### src/rtl/mode_seq_pkg.sv
package mode_seq_pkg;

    localparam int CODE_W = 6;
    localparam int MODE_W = 3;
    localparam int TYPE_W = 2;
    localparam int MASK_W = 2;

    typedef enum logic [MODE_W-1:0] {
        ST_IDLE    = 3'd0,
        ST_STANDBY = 3'd1,
        ST_SINGLE  = 3'd2,
        ST_CONT    = 3'd3,
        ST_CAL     = 3'd4
    } mode_t;

    typedef enum logic [2:0] {
        OP_RESET,
        OP_STANDBY,
        OP_WAKE,
        OP_SINGLE,
        OP_CONT,
        OP_HALT,
        OP_CAL,
        OP_BAD
    } op_t;

    typedef struct packed {
        op_t               op;
        logic [TYPE_W-1:0] ctype;
        logic [MASK_W-1:0] mask;
    } dec_t;

endpackage

### src/rtl/mode_seq_decoder.sv
module mode_seq_decoder
    import mode_seq_pkg::*;
(
    input  logic [CODE_W-1:0] code_i,
    output dec_t              dec_o
);

    logic [TYPE_W-1:0] ctype;
    logic [MASK_W-1:0] mask;
    logic              chan_ok;
    logic              type_ok;

    assign ctype = code_i[4:3];

    always_comb begin
        chan_ok = 1'b1;
        unique case (code_i[2:0])
            3'b001:  mask = 2'b01;
            3'b010:  mask = 2'b10;
            3'b110:  mask = 2'b11;
            default: begin
                mask    = 2'b00;
                chan_ok = 1'b0;
            end
        endcase
    end

    // AC offset is only meaningful on the current channel
    always_comb begin
        unique case (ctype)
            2'b00, 2'b11: type_ok = 1'b1;
            2'b10:        type_ok = (code_i[2:0] == 3'b001);
            default:      type_ok = 1'b0;
        endcase
    end

    always_comb begin
        dec_o.ctype = ctype;
        dec_o.mask  = mask;
        if (code_i[5]) begin
            dec_o.op = (chan_ok && type_ok) ? OP_CAL : OP_BAD;
        end else begin
            unique case (code_i[4:0])
                5'b00001: dec_o.op = OP_RESET;
                5'b00010: dec_o.op = OP_STANDBY;
                5'b00011: dec_o.op = OP_WAKE;
                5'b10100: dec_o.op = OP_SINGLE;
                5'b10101: dec_o.op = OP_CONT;
                5'b11000: dec_o.op = OP_HALT;
                default:  dec_o.op = OP_BAD;
            endcase
        end
    end

    always_comb begin
        if (dec_o.op == OP_CAL) begin
            assert_cal_mask_nonzero_R5: assert (dec_o.mask != 2'b00);
            assert_ac_current_only_R6: assert (dec_o.ctype != 2'b10 || dec_o.mask == 2'b01);
        end
    end

endmodule

### src/rtl/mode_seq_fsm.sv
module mode_seq_fsm
    import mode_seq_pkg::*;
(
    input  logic              clk,
    input  logic              rst_n,
    input  logic              valid_i,
    input  dec_t              dec_i,
    input  logic              conv_done_i,
    input  logic              cal_done_i,
    output mode_t             state_o,
    output logic              conv_start_o,
    output logic              cal_start_o,
    output logic              abort_o,
    output logic              invalid_o,
    output logic [TYPE_W-1:0] cal_type_o,
    output logic [MASK_W-1:0] cal_mask_o
);

    mode_t state_q, state_d;
    logic  running;
    logic  start_conv_d, start_cal_d, set_inv_d, clr_d;

    assign running = (state_q == ST_SINGLE) || (state_q == ST_CONT) || (state_q == ST_CAL);
    assign state_o = state_q;

    always_comb begin
        state_d      = state_q;
        start_conv_d = 1'b0;
        start_cal_d  = 1'b0;
        set_inv_d    = 1'b0;
        clr_d        = 1'b0;
        if (valid_i) begin
            if (state_q == ST_STANDBY) begin
                unique case (dec_i.op)
                    OP_RESET:   begin state_d = ST_IDLE; clr_d = 1'b1; end
                    OP_WAKE:    state_d = ST_IDLE;
                    OP_STANDBY: state_d = ST_STANDBY;
                    default:    set_inv_d = 1'b1;
                endcase
            end else begin
                unique case (dec_i.op)
                    OP_RESET:   begin state_d = ST_IDLE; clr_d = 1'b1; end
                    OP_STANDBY: state_d = ST_STANDBY;
                    OP_WAKE:    state_d = ST_IDLE;
                    OP_HALT:    state_d = ST_IDLE;
                    OP_SINGLE:  begin state_d = ST_SINGLE; start_conv_d = 1'b1; end
                    OP_CONT:    begin state_d = ST_CONT;   start_conv_d = 1'b1; end
                    OP_CAL:     begin state_d = ST_CAL;    start_cal_d  = 1'b1; end
                    default:    begin state_d = ST_IDLE;   set_inv_d    = 1'b1; end
                endcase
            end
        end else if (state_q == ST_SINGLE && conv_done_i) begin
            state_d = ST_IDLE;
        end else if (state_q == ST_CAL && cal_done_i) begin
            state_d = ST_IDLE;
        end
    end

    // state register
    always_ff @(posedge clk or negedge rst_n) begin
        if (!rst_n) state_q <= ST_IDLE;
        else        state_q <= state_d;
    end

    // registered outputs
    always_ff @(posedge clk or negedge rst_n) begin
        if (!rst_n) begin
            conv_start_o <= 1'b0;
            cal_start_o  <= 1'b0;
            abort_o      <= 1'b0;
            invalid_o    <= 1'b0;
            cal_type_o   <= '0;
            cal_mask_o   <= '0;
        end else begin
            conv_start_o <= start_conv_d;
            cal_start_o  <= start_cal_d;
            abort_o      <= valid_i && running;
            if (clr_d)          invalid_o <= 1'b0;
            else if (set_inv_d) invalid_o <= 1'b1;
            if (clr_d) begin
                cal_type_o <= '0;
                cal_mask_o <= '0;
            end else if (start_cal_d) begin
                cal_type_o <= dec_i.ctype;
                cal_mask_o <= dec_i.mask;
            end
        end
    end

    assert_starts_exclusive_R8: assert property (@(posedge clk) disable iff (!rst_n)
        !(conv_start_o && cal_start_o));
    assert_preempt_abort_R8: assert property (@(posedge clk) disable iff (!rst_n)
        (valid_i && running) |=> abort_o);
    assert_cal_in_cal_mode_R5: assert property (@(posedge clk) disable iff (!rst_n)
        cal_start_o |-> (state_q == ST_CAL));
    assert_single_done_idle_R2: assert property (@(posedge clk) disable iff (!rst_n)
        (!valid_i && state_q == ST_SINGLE && conv_done_i) |=> (state_q == ST_IDLE));
    assert_cont_holds_R3: assert property (@(posedge clk) disable iff (!rst_n)
        (!valid_i && state_q == ST_CONT) |=> (state_q == ST_CONT));
    assert_invalid_sticky_R7: assert property (@(posedge clk) disable iff (!rst_n)
        (invalid_o && !(valid_i && dec_i.op == OP_RESET)) |=> invalid_o);
    assert_standby_kept_R9: assert property (@(posedge clk) disable iff (!rst_n)
        (state_q == ST_STANDBY && !(valid_i && (dec_i.op == OP_WAKE || dec_i.op == OP_RESET)))
        |=> (state_q == ST_STANDBY));
    assert_soft_reset_R10: assert property (@(posedge clk) disable iff (!rst_n)
        (valid_i && dec_i.op == OP_RESET) |=> (state_q == ST_IDLE && !invalid_o));

endmodule

### src/rtl/mode_sequencer.sv
module mode_sequencer
    import mode_seq_pkg::*;
(
    input  logic              clk,
    input  logic              rst_n,
    input  logic              instr_valid_i,
    input  logic [CODE_W-1:0] instr_code_i,
    input  logic              conv_done_i,
    input  logic              cal_done_i,
    output logic              conv_start_o,
    output logic              conv_cont_o,
    output logic              cal_start_o,
    output logic [TYPE_W-1:0] cal_type_o,
    output logic [MASK_W-1:0] cal_mask_o,
    output logic              abort_o,
    output logic [MODE_W-1:0] mode_o,
    output logic              invalid_o
);

    dec_t  dec;
    mode_t state;

    mode_seq_decoder u_dec (
        .code_i (instr_code_i),
        .dec_o  (dec)
    );

    mode_seq_fsm u_fsm (
        .clk          (clk),
        .rst_n        (rst_n),
        .valid_i      (instr_valid_i),
        .dec_i        (dec),
        .conv_done_i  (conv_done_i),
        .cal_done_i   (cal_done_i),
        .state_o      (state),
        .conv_start_o (conv_start_o),
        .cal_start_o  (cal_start_o),
        .abort_o      (abort_o),
        .invalid_o    (invalid_o),
        .cal_type_o   (cal_type_o),
        .cal_mask_o   (cal_mask_o)
    );

    assign mode_o      = state;
    assign conv_cont_o = (state == ST_CONT);

    assert_cont_level_R3: assert property (@(posedge clk) disable iff (!rst_n)
        conv_start_o |-> (mode_o == 3'd2 || mode_o == 3'd3));

endmodule

### config.mk
export PLATFORM = sky130hd
export DESIGN_NAME = mode_sequencer
export DESIGN_NICKNAME = d
export VERILOG_FILES = /design/src/rtl/mode_seq_pkg.sv /design/src/rtl/mode_seq_decoder.sv /design/src/rtl/mode_seq_fsm.sv /design/src/rtl/mode_sequencer.sv
export SDC_FILE = /design/constraint.sdc
export NUM_CORES = 1
export LEC_CHECK = 0
export CAP_MARGIN = 20
export CORE_MARGIN = 4
export CORE_UTILIZATION = 49
export CTS_CLUSTER_SIZE = 8
export DETAILED_ROUTE_END_ITERATION = 8
export MAX_ROUTING_LAYER = met4
export PLACE_DENSITY = 0.95
export SYNTH_ARGS = -nofsm -noshare
export SYNTH_HDL_FRONTEND = slang
export SYNTH_SLANG_ARGS = --single-unit
### constraint.sdc
create_clock -name clk -period 4.2 [get_ports clk]
set_input_delay 0.42 -clock clk [delete_from_list [all_inputs] [get_ports clk]]
set_output_delay 0.42 -clock clk [all_outputs]
set_load 0.05 [all_outputs]
Word-level counts from Yosys, hierarchy flattened
Cells that the tools add are included.
W data, S select, Z words.
{ "totals": {"reg_bits": 11, "inputBits": 11, "elab_cells": 77} }
{ "op_classes": {"eq_ne": 22, "muxes": 30, "reduce_logical": 18} }
{ "ops": {"columns": ["operator", "n"], "rows": [
  ["$pmux W3 S6", 1],
  ["$mux W1", 16],
  ["$eq A3 B2 Y1 const B", 5],
  ["$eq A3 B3 Y1 const B", 5],
  ["$eq A5 B5 Y1 const B", 3],
  ["$mux W3", 5],
  ["$pmux W3 S4", 1],
  ["$eq A5 B2 Y1 const B", 2],
  ["$eq A3 B1 Y1 const B", 3],
  ["$mux W2", 4],
  ["$reduce_or A7 Y1", 1],
  ["$pmux W2 S3", 1],
  ["$pmux W3 S2", 1],
  ["$reduce_or A2 Y1", 3],
  ["$reduce_or A3 Y1", 2],
  ["$eq A5 B1 Y1 const B", 1],
  ["$eq A2 B2 Y1 const B", 2],
  ["$logic_and A1 B1 Y1", 4],
  ["$ne A4 B4 Y1 const B", 1],
  ["$reduce_bool A2 Y1", 2],
  ["$logic_not A3 Y1", 1],
  ["$reduce_bool A3 Y1", 1],
  ["$logic_not A2 Y1", 1],
  ["$logic_or A1 B1 Y1", 2],
  ["2 further kinds", 2]
]} }

Depth between registers and ports, before layout
Gate-level depths: netlist of the first run.
{ "depth": {"word_depth": 13, "ltp_mapped": 8, "depth_no_buf": 7} }

Cells and area by module
From an unflattened synthesis of the first run, not the netlist that was laid out.
{ "hier_totals": {"hier_cells": 97, "hier_area_um2": 862.1} }
{ "by_module_without_submodules": {"columns": ["module", "cells_per_inst", "area_each_um2", "instances", "seq_area_each_um2"], "rows": [
  ["mode_seq_fsm", 63, 630.6, 1, 275.3],
  ["mode_seq_decoder", 33, 222.7, 1, 0.0],
  ["mode_sequencer", 1, 8.8, 1, 0.0]
]} }

Least setup slack after synthesis of the first run
No wires, ideal clock.
{ "synth_timing": {"kind": "in2reg", "from": "input instr_code_i[3]", "to": "register u_fsm.state_q[1] (netlist: u_fsm.state_o[1])", "path_stages": 7, "t_arrival_ns": 1.898, "required_ns": 4.096, "slack_ns": 2.199, "path_buffers": 0, "path_cell_list": "inv_1 -> ha_1 -> and3b_1 -> o221a_1 -> or2_0 -> or4b_1 -> o311ai_1"} }
{ "synth_between": {"elab_chain_len": 10, "word_cells_on_any_way": 27, "classes_between": "eq/ne (14); mux (7); reduce/logical (6)"} }
{ "synth_rtl": {"columns": ["item", "line_no", "text"], "rows": [
  ["start, declared", "mode_sequencer.sv:7", "input logic [CODE_W-1:0] instr_code_i,"],
  ["$eq A2 B2 Y1 or $logic_not A2 Y1 (tied branches)", "mode_seq_decoder.sv:30", "unique case (ctype)"],
  ["$reduce_or A2 Y1", "mode_seq_decoder.sv:30", null],
  ["$pmux W1 S2", "mode_seq_decoder.sv:30", null],
  ["$logic_and A1 B1 Y1", "mode_seq_decoder.sv:41", "dec_o.op = (chan_ok && type_ok) ? OP_CAL : OP_BAD;"],
  ["$mux W1", "mode_seq_decoder.sv:41", null],
  ["$mux W3 *", "mode_seq_decoder.sv:40", "if (code_i[5]) begin"],
  ["$eq A3 B3 Y1, or another cell as far along", "mode_seq_fsm.sv:41", "unique case (dec_i.op)"],
  ["$pmux W3 S4 or $reduce_or A2 Y1 (tied branches)", null, null],
  ["$mux W3 or $ne A4 B4 Y1 (tied branches)", null, null],
  ["$mux W3 or $reduce_and A2 Y1 (tied branches)", null, null],
  ["end signal, assigned", "mode_seq_fsm.sv:62", "else state_q <= state_d;"],
  ["end, declared", "mode_seq_fsm.sv:19", "mode_t state_q, state_d;"]
]} }
Every way passes the cells marked *; elsewhere a longest branch is shown, timed or not.
A chain may end at the register's enable or synchronous reset.

Final worst setup path of the first run
{ "layout_timing": {"from": "input instr_code_i[3]", "to": "register u_fsm.state_q[0] (netlist: u_fsm.state_o[0])"} }
{ "layout_between": {"elab_chain_len": 11, "word_cells_on_any_way": 28, "classes_between": "eq/ne (14); mux (8); reduce/logical (6)"} }
{ "layout_rtl": {"columns": ["item", "line_no", "text"], "rows": [
  ["$eq A2 B2 Y1 or $logic_not A2 Y1 (tied branches)", "mode_seq_decoder.sv:30", null],
  ["$reduce_or A2 Y1", "mode_seq_decoder.sv:30", null],
  ["$pmux W1 S2", "mode_seq_decoder.sv:30", null],
  ["$logic_and A1 B1 Y1", "mode_seq_decoder.sv:41", null],
  ["$mux W1", "mode_seq_decoder.sv:41", null],
  ["$mux W3 *", "mode_seq_decoder.sv:40", null],
  ["$eq A3 B2 Y1 or $logic_not A3 Y1 (tied branches)", "mode_seq_fsm.sv:34", "unique case (dec_i.op)"],
  ["$reduce_or A2 Y1 (no line)", null, null],
  ["$pmux W3 S2", "mode_seq_fsm.sv:34", null],
  ["$mux W3", "mode_seq_fsm.sv:33", "if (state_q == ST_STANDBY) begin"],
  ["$mux W3", "mode_seq_fsm.sv:32", "if (valid_i) begin"]
]} }
Every way passes the cells marked *; elsewhere a longest branch is shown, timed or not. The select of a mux whose other input is x is not followed.

==> metrics.md, run 1 <==
| Metric | Value |
|---|---|
| Run status | complete, no violations |
| MaxCap Viol Count | 0 |
| Total inserted antenna cells | 0 |
| Setup_tns | 0 ns |
| Min Tclk post-route | 2.55 ns |
| Highest routed metal layer | met4 |
| Chip width | 47.4 um |
| DR WL/cell | 15.1 um |
| Maximum net fanout on the critical path | 8 |
| Clock tree from TritonCTS | yes |
| CTS Root Cell | sky130_fd_sc_hd__clkbuf_4 |
| Part of the cycle the worst path needs | 0.606 |
| Postcts setup bufs | 0 |
| Sequential share of the synthesized area | 0.362 |
| Met1 Wirelength | 691 um |
| Simple-gate share of the synthesized area | 0.321 |
| Power after layout | 0.326 mW |
| Placed wire-length estimate | 1380 um |
| Resized Gates After CTS | 0 |
| Detailed Route WL | 1770 um |
| Leading post-synthesis cells by instance count | sky130_fd_sc_hd__nand2_1 (12), sky130_fd_sc_hd__dfrtp_1 (11), sky130_fd_sc_hd__nor2_1 (7) |
| Fraction of the core area covered by cells at the end of the flow | 0.727 |
| Post-synth ARST share | 1.00 |
| Cells after Synth | 79 |
| Final global-route overflow total | 0 |
| Number of antenna violations at the first check in global routing | 0 |
| Fraction of layout cells with a size suffix above 1 | 0.0784 |
| Nets | 116 |
| Final setup viols | 0 |
| Global-route wire length before repair | 2860 um |
| Total via count after detailed routing | 692 |
| Count of buffers from port buffering | 22 |
| Number of H-tree levels | 1 |
| Origin of the critical flop-to-flop path | u_fsm.state_o[0] |
| Clock latency on the worst-skew pair | 0.26 ns |
| Classification of the worst-slack hold path | in2async |
| Most repeated cell in the gate-level netlist after synthesis | sky130_fd_sc_hd__nand2_1 |
| Post-synthesis instance area | 761 um^2 |
| Area of the die | 2250 um^2 |
| Vertical die dimension | 47.4 um |
| Worst VDD drop | 179 uV |
| Clock sink count | 11 |
| Post-DRT Antenna Nets | 0 |
| Number of slew-limit violations in the final report | 0 |
| Worst Max-Slew Pin Slew | 0.517 ns |
| Clock edge transition at the registers on the reported setup and hold paths | 0.07 ns |
| Kind of end point of the critical path | register |
| Met2 wirelength from detailed routing | 949 um |
| Global-route total usage across every layer | 0.188 |
| Maximum count of clock buffers along a single path | 2 |
| Dominant combinational cell family by area after synthesis | simple AND/OR/NAND/NOR gates |
| Pin count of the biggest net entering global routing | 12 |
| Required time reported for the critical path endpoint | 4.39 ns |
| Static Leakage | 0.426 nW |
| Number of global-route vias before repair | 677 |
| Final setup skew | 0.00128 ns |
| Global placer's final weighted congestion | 0.805 |
| Data arrival time of the critical path | 2.73 ns |
| Number of distinct library cells after synthesis | 37 |
| Synthesis-to-layout area growth | 32.1% |
| Multiplexer share of the synthesized area | 0.0806 |
| First drt pass iteration count | 4 |
| Post-synth EDFFs | 0 |
| Floorplan Core Area | 1380 um^2 |
| Routed wire length on met3 | 109 um |
| Upper clock frequency limit | 393 MHz |
| Adder-cell area share of the yosys netlist | 0.0329 |
| XOR/XNOR share of the synthesized area | 0 |
| Compound-Gate Fraction of Synth Area | 0.161 |
| Final Hold Fails | 0 |
| Leading register cell type out of synthesis | sky130_fd_sc_hd__dfrtp_1 |
| Max_slew headroom | 0.654 |
| Hold-fix buffers, CTS | 0 |
| Effective utilization at floorplan | 0.550 |
| Net count of the mapped netlist | 92 |
| Power per Cell Area | 325 nW/um^2 |
| Synth warnings | 0 |
| Setup repair after global routing missed its margin | false |
| Vias/cell | 5.91 |
| Total clock buffers created by CTS | 3 |
| Avg Cell Area, Syn | 9.63 um^2 |
| Initial drt markers | 10 |
| Count of pins on the block boundary | 23 |
| Placement Rows | 13 |
| DRC violation count after routing | 0 |
| Largest area contributor in the synthesized netlist | sky130_fd_sc_hd__dfrtp_1 |
| Path type of the worst setup path | in2reg |
| Top-area cell type share of the netlist area | 0.362 |
| Number of register bits inferred by synthesis | 11 |
| Startpoint kind of the worst setup timing path | primary input |
| Top cells by area in the synthesized netlist | sky130_fd_sc_hd__dfrtp_1 (36%), sky130_fd_sc_hd__mux2i_1 (6.6%), sky130_fd_sc_hd__nand2_1 (5.9%), sky130_fd_sc_hd__nor2_1 (3.5%), sky130_fd_sc_hd__and3b_1 (3.5%) |
| Critical path startpoint | instr_code_i[3] |
[metal layers]
layer / GRT usage / vias to the layer above
met3: 0.0230 / 2
met2: 0.353 / 26
li1: - / 338
met4: 0.0663 / 0
met5: - / -
met1: 0.197 / 326
[power by group]
part | internal (mW) | switching, mW
logic | 0.0470 | 0.0813
registers | 0.119 | 0.00750
clock network | 0.0367 | 0.0342
total | 0.203 | 0.123
[path summary, 6_finish.rpt]
kind | end | slack, ns | cells after the start
min reg2reg | u_fsm.cal_type_o[0] | 0.52 | 2
min in group clk | u_fsm.cal_type_o[0] | 0.52 | 2
max in group asynchronous | u_fsm.invalid_o | 3.39 | 1
min | u_fsm.cal_start_o | 0.48 | 1
max | u_fsm.state_o[0] | 1.65 | 8
max reg2reg | u_fsm.cal_type_o[1] | 2.43 | 5
[cell type report]
cell class | count | area, um^2
Multi-Input combinational cell | 62 | 453
Fill cell | 115 | 378
Sequential cell | 11 | 275
Timing Repair Buffer | 22 | 220
Clock buffer | 4 | 26.3
Tap cell | 15 | 18.8
Inverter | 3 | 11.3
[cells in the final DEF (no fill, tap or decap), drive strengths merged, types with 2 or more instances in the layout]
cell,count
inv,3
nor3b,4
and3b,3
clkdlybuf4s50,22
a21oi,2
o21bai,2
nand2,12
ha,2
nor2b,2
mux2i,5
dfrtp,11
or4b,2
clkbuf,4
nor2,7
[registers in the layout (all words and copies together) (netlist names)]
name / count
u_fsm.cal_type_o: 2
u_fsm.state_o: 3
u_fsm.abort_o: 1
u_fsm.cal_start_o: 1
u_fsm.invalid_o: 1
u_fsm.cal_mask_o: 2
u_fsm.conv_start_o: 1
[through the flow]
step                cells  worst slack [ns]  area (um^2)  hold slack [ns]
finish                117              1.65         1000            0.485
global route          117              1.51         1000            0.520
CTS                   117              1.65         1000            0.499
detailed placement    113              1.37          978            0.507
global placement      113              1.48          978            0.502
floorplan              79              2.20          761            0.124
[worst max-delay path: stages]
cell and delay, ns:
sky130_fd_sc_hd__clkdlybuf4s50_1 0.61, sky130_fd_sc_hd__inv_1 0.11, sky130_fd_sc_hd__ha_1 0.32, sky130_fd_sc_hd__and3b_1 0.16, sky130_fd_sc_hd__o221a_1 0.21, sky130_fd_sc_hd__nor2_1 0.39
sky130_fd_sc_hd__mux2_2 0.39, sky130_fd_sc_hd__o22ai_1 0.12
[kinds of logic (layout without fill, tap and decap cells)]
group | after synthesis | after routing
AOI/OAI and AO/OA | 15 | 15
adders and majority gates | 2 | 2
buffers and inverters | 6 | 29
DFF | 11 | 11
muxes | 6 | 6
and+or+nand+nor | 39 | 39
(Power assumes the default switching activity.)
==> inputs of run 2 (changes only) <==
- CORE_UTILIZATION: 49 -> 41
- PLACE_DENSITY: 0.95 -> 0.86
- clock period: 4.2 -> 2.1 ns (I/O delays scaled with it)
==> run 2 against run 1 <==
  * Wire length rose by 2.4%
  * First-iteration DRC count down 40%
  * Register-to-register slack worse by 2.0 ns
  * Worst setup slack got worse by 1.6 ns
  * Hold slack lost 0.22 ns
  * Non-clock buffer count rose by 19
  * Flip-flop and latch count stayed put
  * Global-route usage shrank 2.9 points
  * Design area rose by 18%
  * Critical path type unchanged
  * Largest cell class unchanged
  * Highest routed layer unchanged
==> metrics.md, run 2 (synthesized netlist as in run 1, its figures left out) <==
| Metric | Value |
|---|---|
| Required time reported for the critical path endpoint | 2.27 ns (-2.12 ns) |
| Vertical die dimension | 51.1 um (+7.8%) |
| Number of slew-limit violations in the final report | 0 (unchanged) |
| Kind of end point of the critical path | register |
| Worst Max-Slew Pin Slew | 0.507 ns (-0.00994 ns) |
| Postcts setup bufs | 0 (unchanged) |
| Switching power summed over all nets | 0.252 mW (+110%) |
| Sequential power share | 0.371 (-0.018) |
| Count of buffers from port buffering | 22 (unchanged) |
| Part of the cycle the worst path needs | 0.974 |
| Maximum count of clock buffers along a single path | 2 (unchanged) |
| DRC violation count after routing | 0 (unchanged) |
| Count of pins on the block boundary | 23 (unchanged) |
| First drt pass iteration count | 2 (-2) |
| Setup_tns | 0 ns (unchanged) |
| Clock sink count | 11 (unchanged) |
| Global-route total usage across every layer | 0.159 (-0.0292) |
| Clock latency on the worst-skew pair | 0.27 ns (about the same) |
| Placed wire-length estimate | 1470 um (+6.7%) |
| Sw Ratio | 0.371 (-0.00658) |
| Final Hold Fails | 0 (unchanged) |
| MaxCap Viol Count | 0 (unchanged) |
| Maximum net fanout on the critical path | 2 (-6) |
| CTS Root Cell | sky130_fd_sc_hd__clkbuf_4 |
| Synthesis-to-layout area growth | 55.9% |
| Post-DRT Antenna Nets | 0 (unchanged) |
| Pin count of the biggest net entering global routing | 12 (unchanged) |
| Placement Rows | 15 (+2) |
| Highest-count cells in the layout ignoring fill and taps | sky130_fd_sc_hd__clkdlybuf4s50_1 (21), sky130_fd_sc_hd__buf_4 (19), sky130_fd_sc_hd__nand2_1 (12), sky130_fd_sc_hd__dfrtp_1 (11), sky130_fd_sc_hd__nor2_1 (7) |
| Path type of the worst setup path | in2reg |
| Final setup viols | 0 (unchanged) |
| Initial drt markers | 6 (-4) |
| Number of global-route vias before repair | 729 (+7.7%) |
| Number of flip-flops in the largest register | 3 (unchanged) |
| Classification of the worst-slack hold path | in2async |
| Effective utilization at floorplan | 0.436 (-0.114) |
| Total inserted antenna cells | 0 (unchanged) |
| Area of the die | 2610 um^2 (+16%) |
| DR WL/cell | 12.4 um (-18%) |
| Final global-route overflow total | 0 (unchanged) |
| Data arrival time of the critical path | 2.22 ns (-0.51 ns) |
| Global-route wire length before repair | 3090 um (+8.2%) |
| Startpoint kind of the worst setup timing path | primary input |
| Min Tclk post-route | 2.05 ns |
| Max_slew headroom | 0.661 (+0.00665) |
| Clock tree from TritonCTS | yes |
| Fraction of layout cells with a size suffix above 1 | 0.248 (+0.170) |
| Total via count after detailed routing | 745 (+7.7%) |
| Chip width | 51.1 um (+7.8%) |
| Global placer's final weighted congestion | 0.759 (-5.7%) |
| Final setup skew | 0.00434 ns (+0.00306 ns) |
| Most common cell after layout, fill and taps aside | sky130_fd_sc_hd__clkdlybuf4s50_1 |
| Power share of the clock group | 0.208 (-0.010) |
| Vias/cell | 5.10 (-14%) |
| Proportion of power drawn by combinational gates | 0.421 (+0.028) |
| Int Pwr | 0.429 mW (+110%) |
| Clock edge transition at the registers on the reported setup and hold paths | 0.07 ns (about the same) |
| Worst VDD drop | 388 uV (+120%) |
| Static Leakage | 0.529 nW (+24%) |
| Detailed Route WL | 1810 um (+2.4%) |
| Run status | complete, no violations |
| Total clock buffers created by CTS | 3 (unchanged) |
| Number of antenna violations at the first check in global routing | 0 (unchanged) |
| Floorplan Core Area | 1750 um^2 (+26%) |
| Number of H-tree levels | 1 (unchanged) |
| Nets | 135 (+16%) |
| Upper clock frequency limit | 489 MHz |
| Fraction of the core area covered by cells at the end of the flow | 0.680 (-0.0471) |
| Power per Cell Area | 574 nW/um^2 (+77%) |
==> run 2: cell types whose count changed in the layout (fill, tap and decap cells not counted) <==
cell                              delta
sky130_fd_sc_hd__o311ai_1            -1
sky130_fd_sc_hd__clkdlybuf4s50_1     -1
sky130_fd_sc_hd__or4b_1              -1
sky130_fd_sc_hd__ha_1                -1
sky130_fd_sc_hd__dlymetal6s2s_1      +1
sky130_fd_sc_hd__buf_4              +19
sky130_fd_sc_hd__ha_4                +1
sky130_fd_sc_hd__o311ai_2            +1
sky130_fd_sc_hd__or4b_4              +1
==> run 2: area by class of cell <==
cell class / count / area [um^2]
multi-input combinational: 62 / 477
sequential: 11 / 275
tap: 25 / 31.3
inverter: 3 / 11.3
clock buffer: 4 / 26.3
fill: 154 / 559
timing repair buffer: 41 / 365
==> run 2: routing by layer <==
metal	vias up	part of all wire	global-route usage
met5	-	0	-
met4	0	0.018	0.0807
li1	372	-	-
met1	347	0.42	0.183
met3	4	0.063	0.0204
met2	22	0.50	0.270
==> run 2: through the flow <==
step           setup WS [ns]  total power [mW]  std cells  hold WS [ns]  cell area [um^2]
6_report              0.0543             0.681        146         0.267              1190
5_1_grt              -0.0613             0.720        146         0.306              1190
4_1_cts               0.0102             0.687        146         0.275              1170
3_5_place_dp          -0.302             0.540        142         0.496              1130
3_3_place_gp          -0.231             0.534        142         0.498              1130
2_1_floorplan          0.287             0.422         79       -0.0856               761
==> run 2: path summary, 6_finish.rpt <==
path                                   from                   to  slack, ns  cells past startpoint
hold / removal                        rst_n        u_fsm.abort_o       0.27                      1
hold reg to reg             u_fsm.invalid_o      u_fsm.invalid_o       0.51                      2
min in group clk            u_fsm.invalid_o      u_fsm.invalid_o       0.51                      2
setup / recovery            instr_code_i[3]     u_fsm.state_o[1]       0.05                      8
setup reg to reg           u_fsm.state_o[0]  u_fsm.cal_mask_o[1]       0.46                      6
max in group asynchronous             rst_n      u_fsm.invalid_o       1.50                      1
==> run 2: worst max-delay path, cell delays in order <==
cell and delay [ns]:
sky130_fd_sc_hd__clkdlybuf4s50_1 0.48, sky130_fd_sc_hd__inv_1 0.08, sky130_fd_sc_hd__ha_4 0.22, sky130_fd_sc_hd__and3b_1 0.16, sky130_fd_sc_hd__o221a_1 0.21, sky130_fd_sc_hd__or2_0 0.21
sky130_fd_sc_hd__or4b_4 0.55, sky130_fd_sc_hd__o311ai_2 0.10
==> run 2: power by group through the flow <==
stage          combinational, mW  clock (mW)  sequential [mW]
2_1_floorplan             0.0675           0            0.354
5_1_grt                    0.305       0.157            0.259
3_5_place_dp               0.283           0            0.257
6_report                   0.287       0.142            0.253
3_3_place_gp               0.278           0            0.257
4_1_cts                    0.285       0.148            0.253
==> run 2: repair_timing <==
item | in CTS | in global routing
hold buffers | 0 | 0
cloned | 0 | 0
resized for setup | 2 | 2
endpoints found under the setup margin | 1 | 7
pin swaps | 0 | 1
==> inputs of run 3 (changes only) <==
- clock period: 2.1 -> 1.7 ns (I/O delays scaled with it)
==> run 3 against run 2 <==
  * Worst setup slack lost 0.0063 ns
  * Clock skew decreased by 0.0036 ns
  * First-iteration DRC count rose by 33%
  * Flip-flop and latch count stayed put
  * Non-clock buffer count increased by 7
  * Core utilization up 4.4 points
  * Wire length is 19% higher
  * Clock power grew 29%
  * Critical endpoint unchanged
==> metrics.md, run 3 (synthesized netlist as in run 1, its figures left out) <==
| Metric | Value |
|---|---|
| Worst Max-Slew Pin Slew | 0.500 ns (-0.00639 ns) |
| First drt pass iteration count | 4 (+2) |
| CTS Root Cell | sky130_fd_sc_hd__clkbuf_4 |
| Global-route total usage across every layer | 0.193 (+0.0340) |
| Total clock buffers created by CTS | 3 (unchanged) |
| Startpoint kind of the worst setup timing path | primary input |
| Required time reported for the critical path endpoint | 1.86 ns (-0.41 ns) |
| Maximum net fanout on the critical path | 8 (+6) |
| Pin count of the biggest net entering global routing | 12 (unchanged) |
| Final Hold Fails | 0 (unchanged) |
| Clock latency on the worst-skew pair | 0.28 ns (about the same) |
| Layout Cells excl Fill | 153 (+4.8%) |
| Final setup viols | 0 (unchanged) |
| Number of H-tree levels | 1 (unchanged) |
| Detailed Route WL | 2150 um (+19%) |
| Global placer's final weighted congestion | 0.816 (+7.5%) |
| MaxCap Viol Count | 0 (unchanged) |
| Count of pins on the block boundary | 23 (unchanged) |
| Final global-route overflow total | 0 (unchanged) |
| Fraction of layout cells with a size suffix above 1 | 0.391 (+0.143) |
| Floorplan Core Area | 1750 um^2 (unchanged) |
| Number of global-route vias before repair | 832 (+14%) |
| Upper clock frequency limit | 605 MHz |
| Effective utilization at floorplan | 0.436 (unchanged) |
| Placement Rows | 15 (unchanged) |
| Classification of the worst-slack hold path | in2async |
| Worst VDD drop | 439 uV (+13%) |
| Clock edge transition at the registers on the reported setup and hold paths | 0.07 ns (about the same) |
| Placed wire-length estimate | 1690 um (+15%) |
| Count of placed standard cells including taps | 148 (+4.2%) |
| Nets | 142 (+5.2%) |
| Maximum count of clock buffers along a single path | 2 (unchanged) |
| Number of flip-flops in the largest register | 3 (unchanged) |
| Run status | complete, no violations |
| Chip width | 51.1 um (unchanged) |
| Hold-fix buffers, CTS | 0 (unchanged) |
| Total via count after detailed routing | 801 (+7.5%) |
| Min Tclk post-route | 1.65 ns |
| DRC violation count after routing | 0 (unchanged) |
| Global-route wire length before repair | 3680 um (+19%) |
| Power after layout | 0.868 mW (+27%) |
| DR WL/cell | 14.1 um (+13%) |
| Clock tree from TritonCTS | yes |
| Power per Cell Area | 687 nW/um^2 (+20%) |
| Synthesis-to-layout area growth | 66.1% |
| Highest-count cells in the layout ignoring fill and taps | sky130_fd_sc_hd__buf_4 (27), sky130_fd_sc_hd__clkdlybuf4s50_1 (13), sky130_fd_sc_hd__nand2_1 (12), sky130_fd_sc_hd__dfrtp_1 (8), sky130_fd_sc_hd__nor2_1 (6) |
| Max_slew headroom | 0.665 (+0.00427) |
| Most common cell after layout, fill and taps aside | sky130_fd_sc_hd__buf_4 |
| Number of antenna violations at the first check in global routing | 0 (unchanged) |
| Data arrival time of the critical path | 1.81 ns (-0.41 ns) |
| Vertical die dimension | 51.1 um (unchanged) |
| Clock sink count | 11 (unchanged) |
| Path type of the worst setup path | in2reg |
| Post-DRT Antenna Nets | 0 (unchanged) |
| Kind of end point of the critical path | register |
| Area of the die | 2610 um^2 (unchanged) |
| Part of the cycle the worst path needs | 0.972 |
| Fillers | 143 (-7.1%) |
| Vias/cell | 5.24 (+2.6%) |
| Initial drt markers | 8 (+2) |
| Static Leakage | 0.578 nW (+9.1%) |
| Count of buffers from port buffering | 22 (unchanged) |
| Final setup skew | 0.000778 ns (-0.00356 ns) |
| Number of slew-limit violations in the final report | 0 (unchanged) |
| Total inserted antenna cells | 0 (unchanged) |
==> run 3: cell types whose count changed in the layout (fill, tap and decap cells not counted), moves of 2 or more <==
cell	delta
sky130_fd_sc_hd__buf_4	+8
sky130_fd_sc_hd__clkdlybuf4s50_1	-8
sky130_fd_sc_hd__dlygate4sd2_1	+3
sky130_fd_sc_hd__dfrtp_1	-3
sky130_fd_sc_hd__buf_6	+2
sky130_fd_sc_hd__dfrtp_2	+3
==> run 3: layout make-up <==
type                            instances  area [um^2]  share of cell area
Inverter                                3         11.3             0.00891
Clock buffer                            3         22.5              0.0178
Tap cell                               25         31.3              0.0248
Sequential cell                        11          279               0.221
Timing Repair Buffer                   48          418               0.331
Multi-Input combinational cell         62          497               0.393
Clock inverter                          1         5.00             0.00396
==> run 3: metal layers <==
| layer | track usage | routed length, um | part of all wire |
|---|---|---|---|
| met4 | 0.0807 | 34 | 0.016 |
| met1 | 0.197 | 840 | 0.39 |
| met5 | - | 0 | 0 |
| met2 | 0.354 | 1130 | 0.52 |
| met3 | 0.0408 | 150 | 0.070 |
==> run 3: per-stage QoR <==
step	util	instance area [um^2]	TNS (ns)	hold slack, ns	setup slack, ns
finish	0.724	1260	0	0.212	0.0480
global route	0.724	1260	-0.00413	0.250	-0.00413
CTS	0.710	1240	0	0.218	0.00838
detailed placement	0.680	1190	-4.75	0.517	-0.586
global placement	0.680	1190	-4.45	0.499	-0.550
floorplan	-	767	-0.00713	-0.126	-0.00713
==> run 3: power breakdown <==
group,leakage (nW),internal [mW],switching [mW]
registers,0.137,0.295,0.0209
logic,0.423,0.149,0.220
clock network,0.0177,0.0876,0.0956
==> run 3: worst paths after layout <==
kind	start	endpoint	slack [ns]	cells past startpoint
min in group clk	instr_code_i[3]	u_fsm.cal_type_o[0]	0.33	4
min	rst_n	u_fsm.cal_start_o	0.21	1
max reg2reg	u_fsm.state_o[0]	u_fsm.state_o[0]	0.12	6
max	instr_code_i[4]	u_fsm.state_o[1]	0.05	8
min reg2reg	u_fsm.invalid_o	u_fsm.invalid_o	0.53	2
max in group asynchronous	rst_n	u_fsm.state_o[1]	1.14	1
==> run 3: worst max-delay path: stages <==
cell	delay, ns
sky130_fd_sc_hd__clkdlybuf4s15_2	0.22
sky130_fd_sc_hd__buf_6	0.14
sky130_fd_sc_hd__or4b_4	0.54
sky130_fd_sc_hd__a31oi_4	0.19
sky130_fd_sc_hd__o21bai_2	0.08
sky130_fd_sc_hd__buf_4	0.16
sky130_fd_sc_hd__or4b_4	0.21
sky130_fd_sc_hd__o311ai_2	0.08
==> run 3: what timing repair did <==
action / in CTS / in global routing
endpoints found under the setup margin: 10 / 6
pin swaps: 3 / 2
buffers inserted: 1 / 0
gates resized for setup: 12 / 5
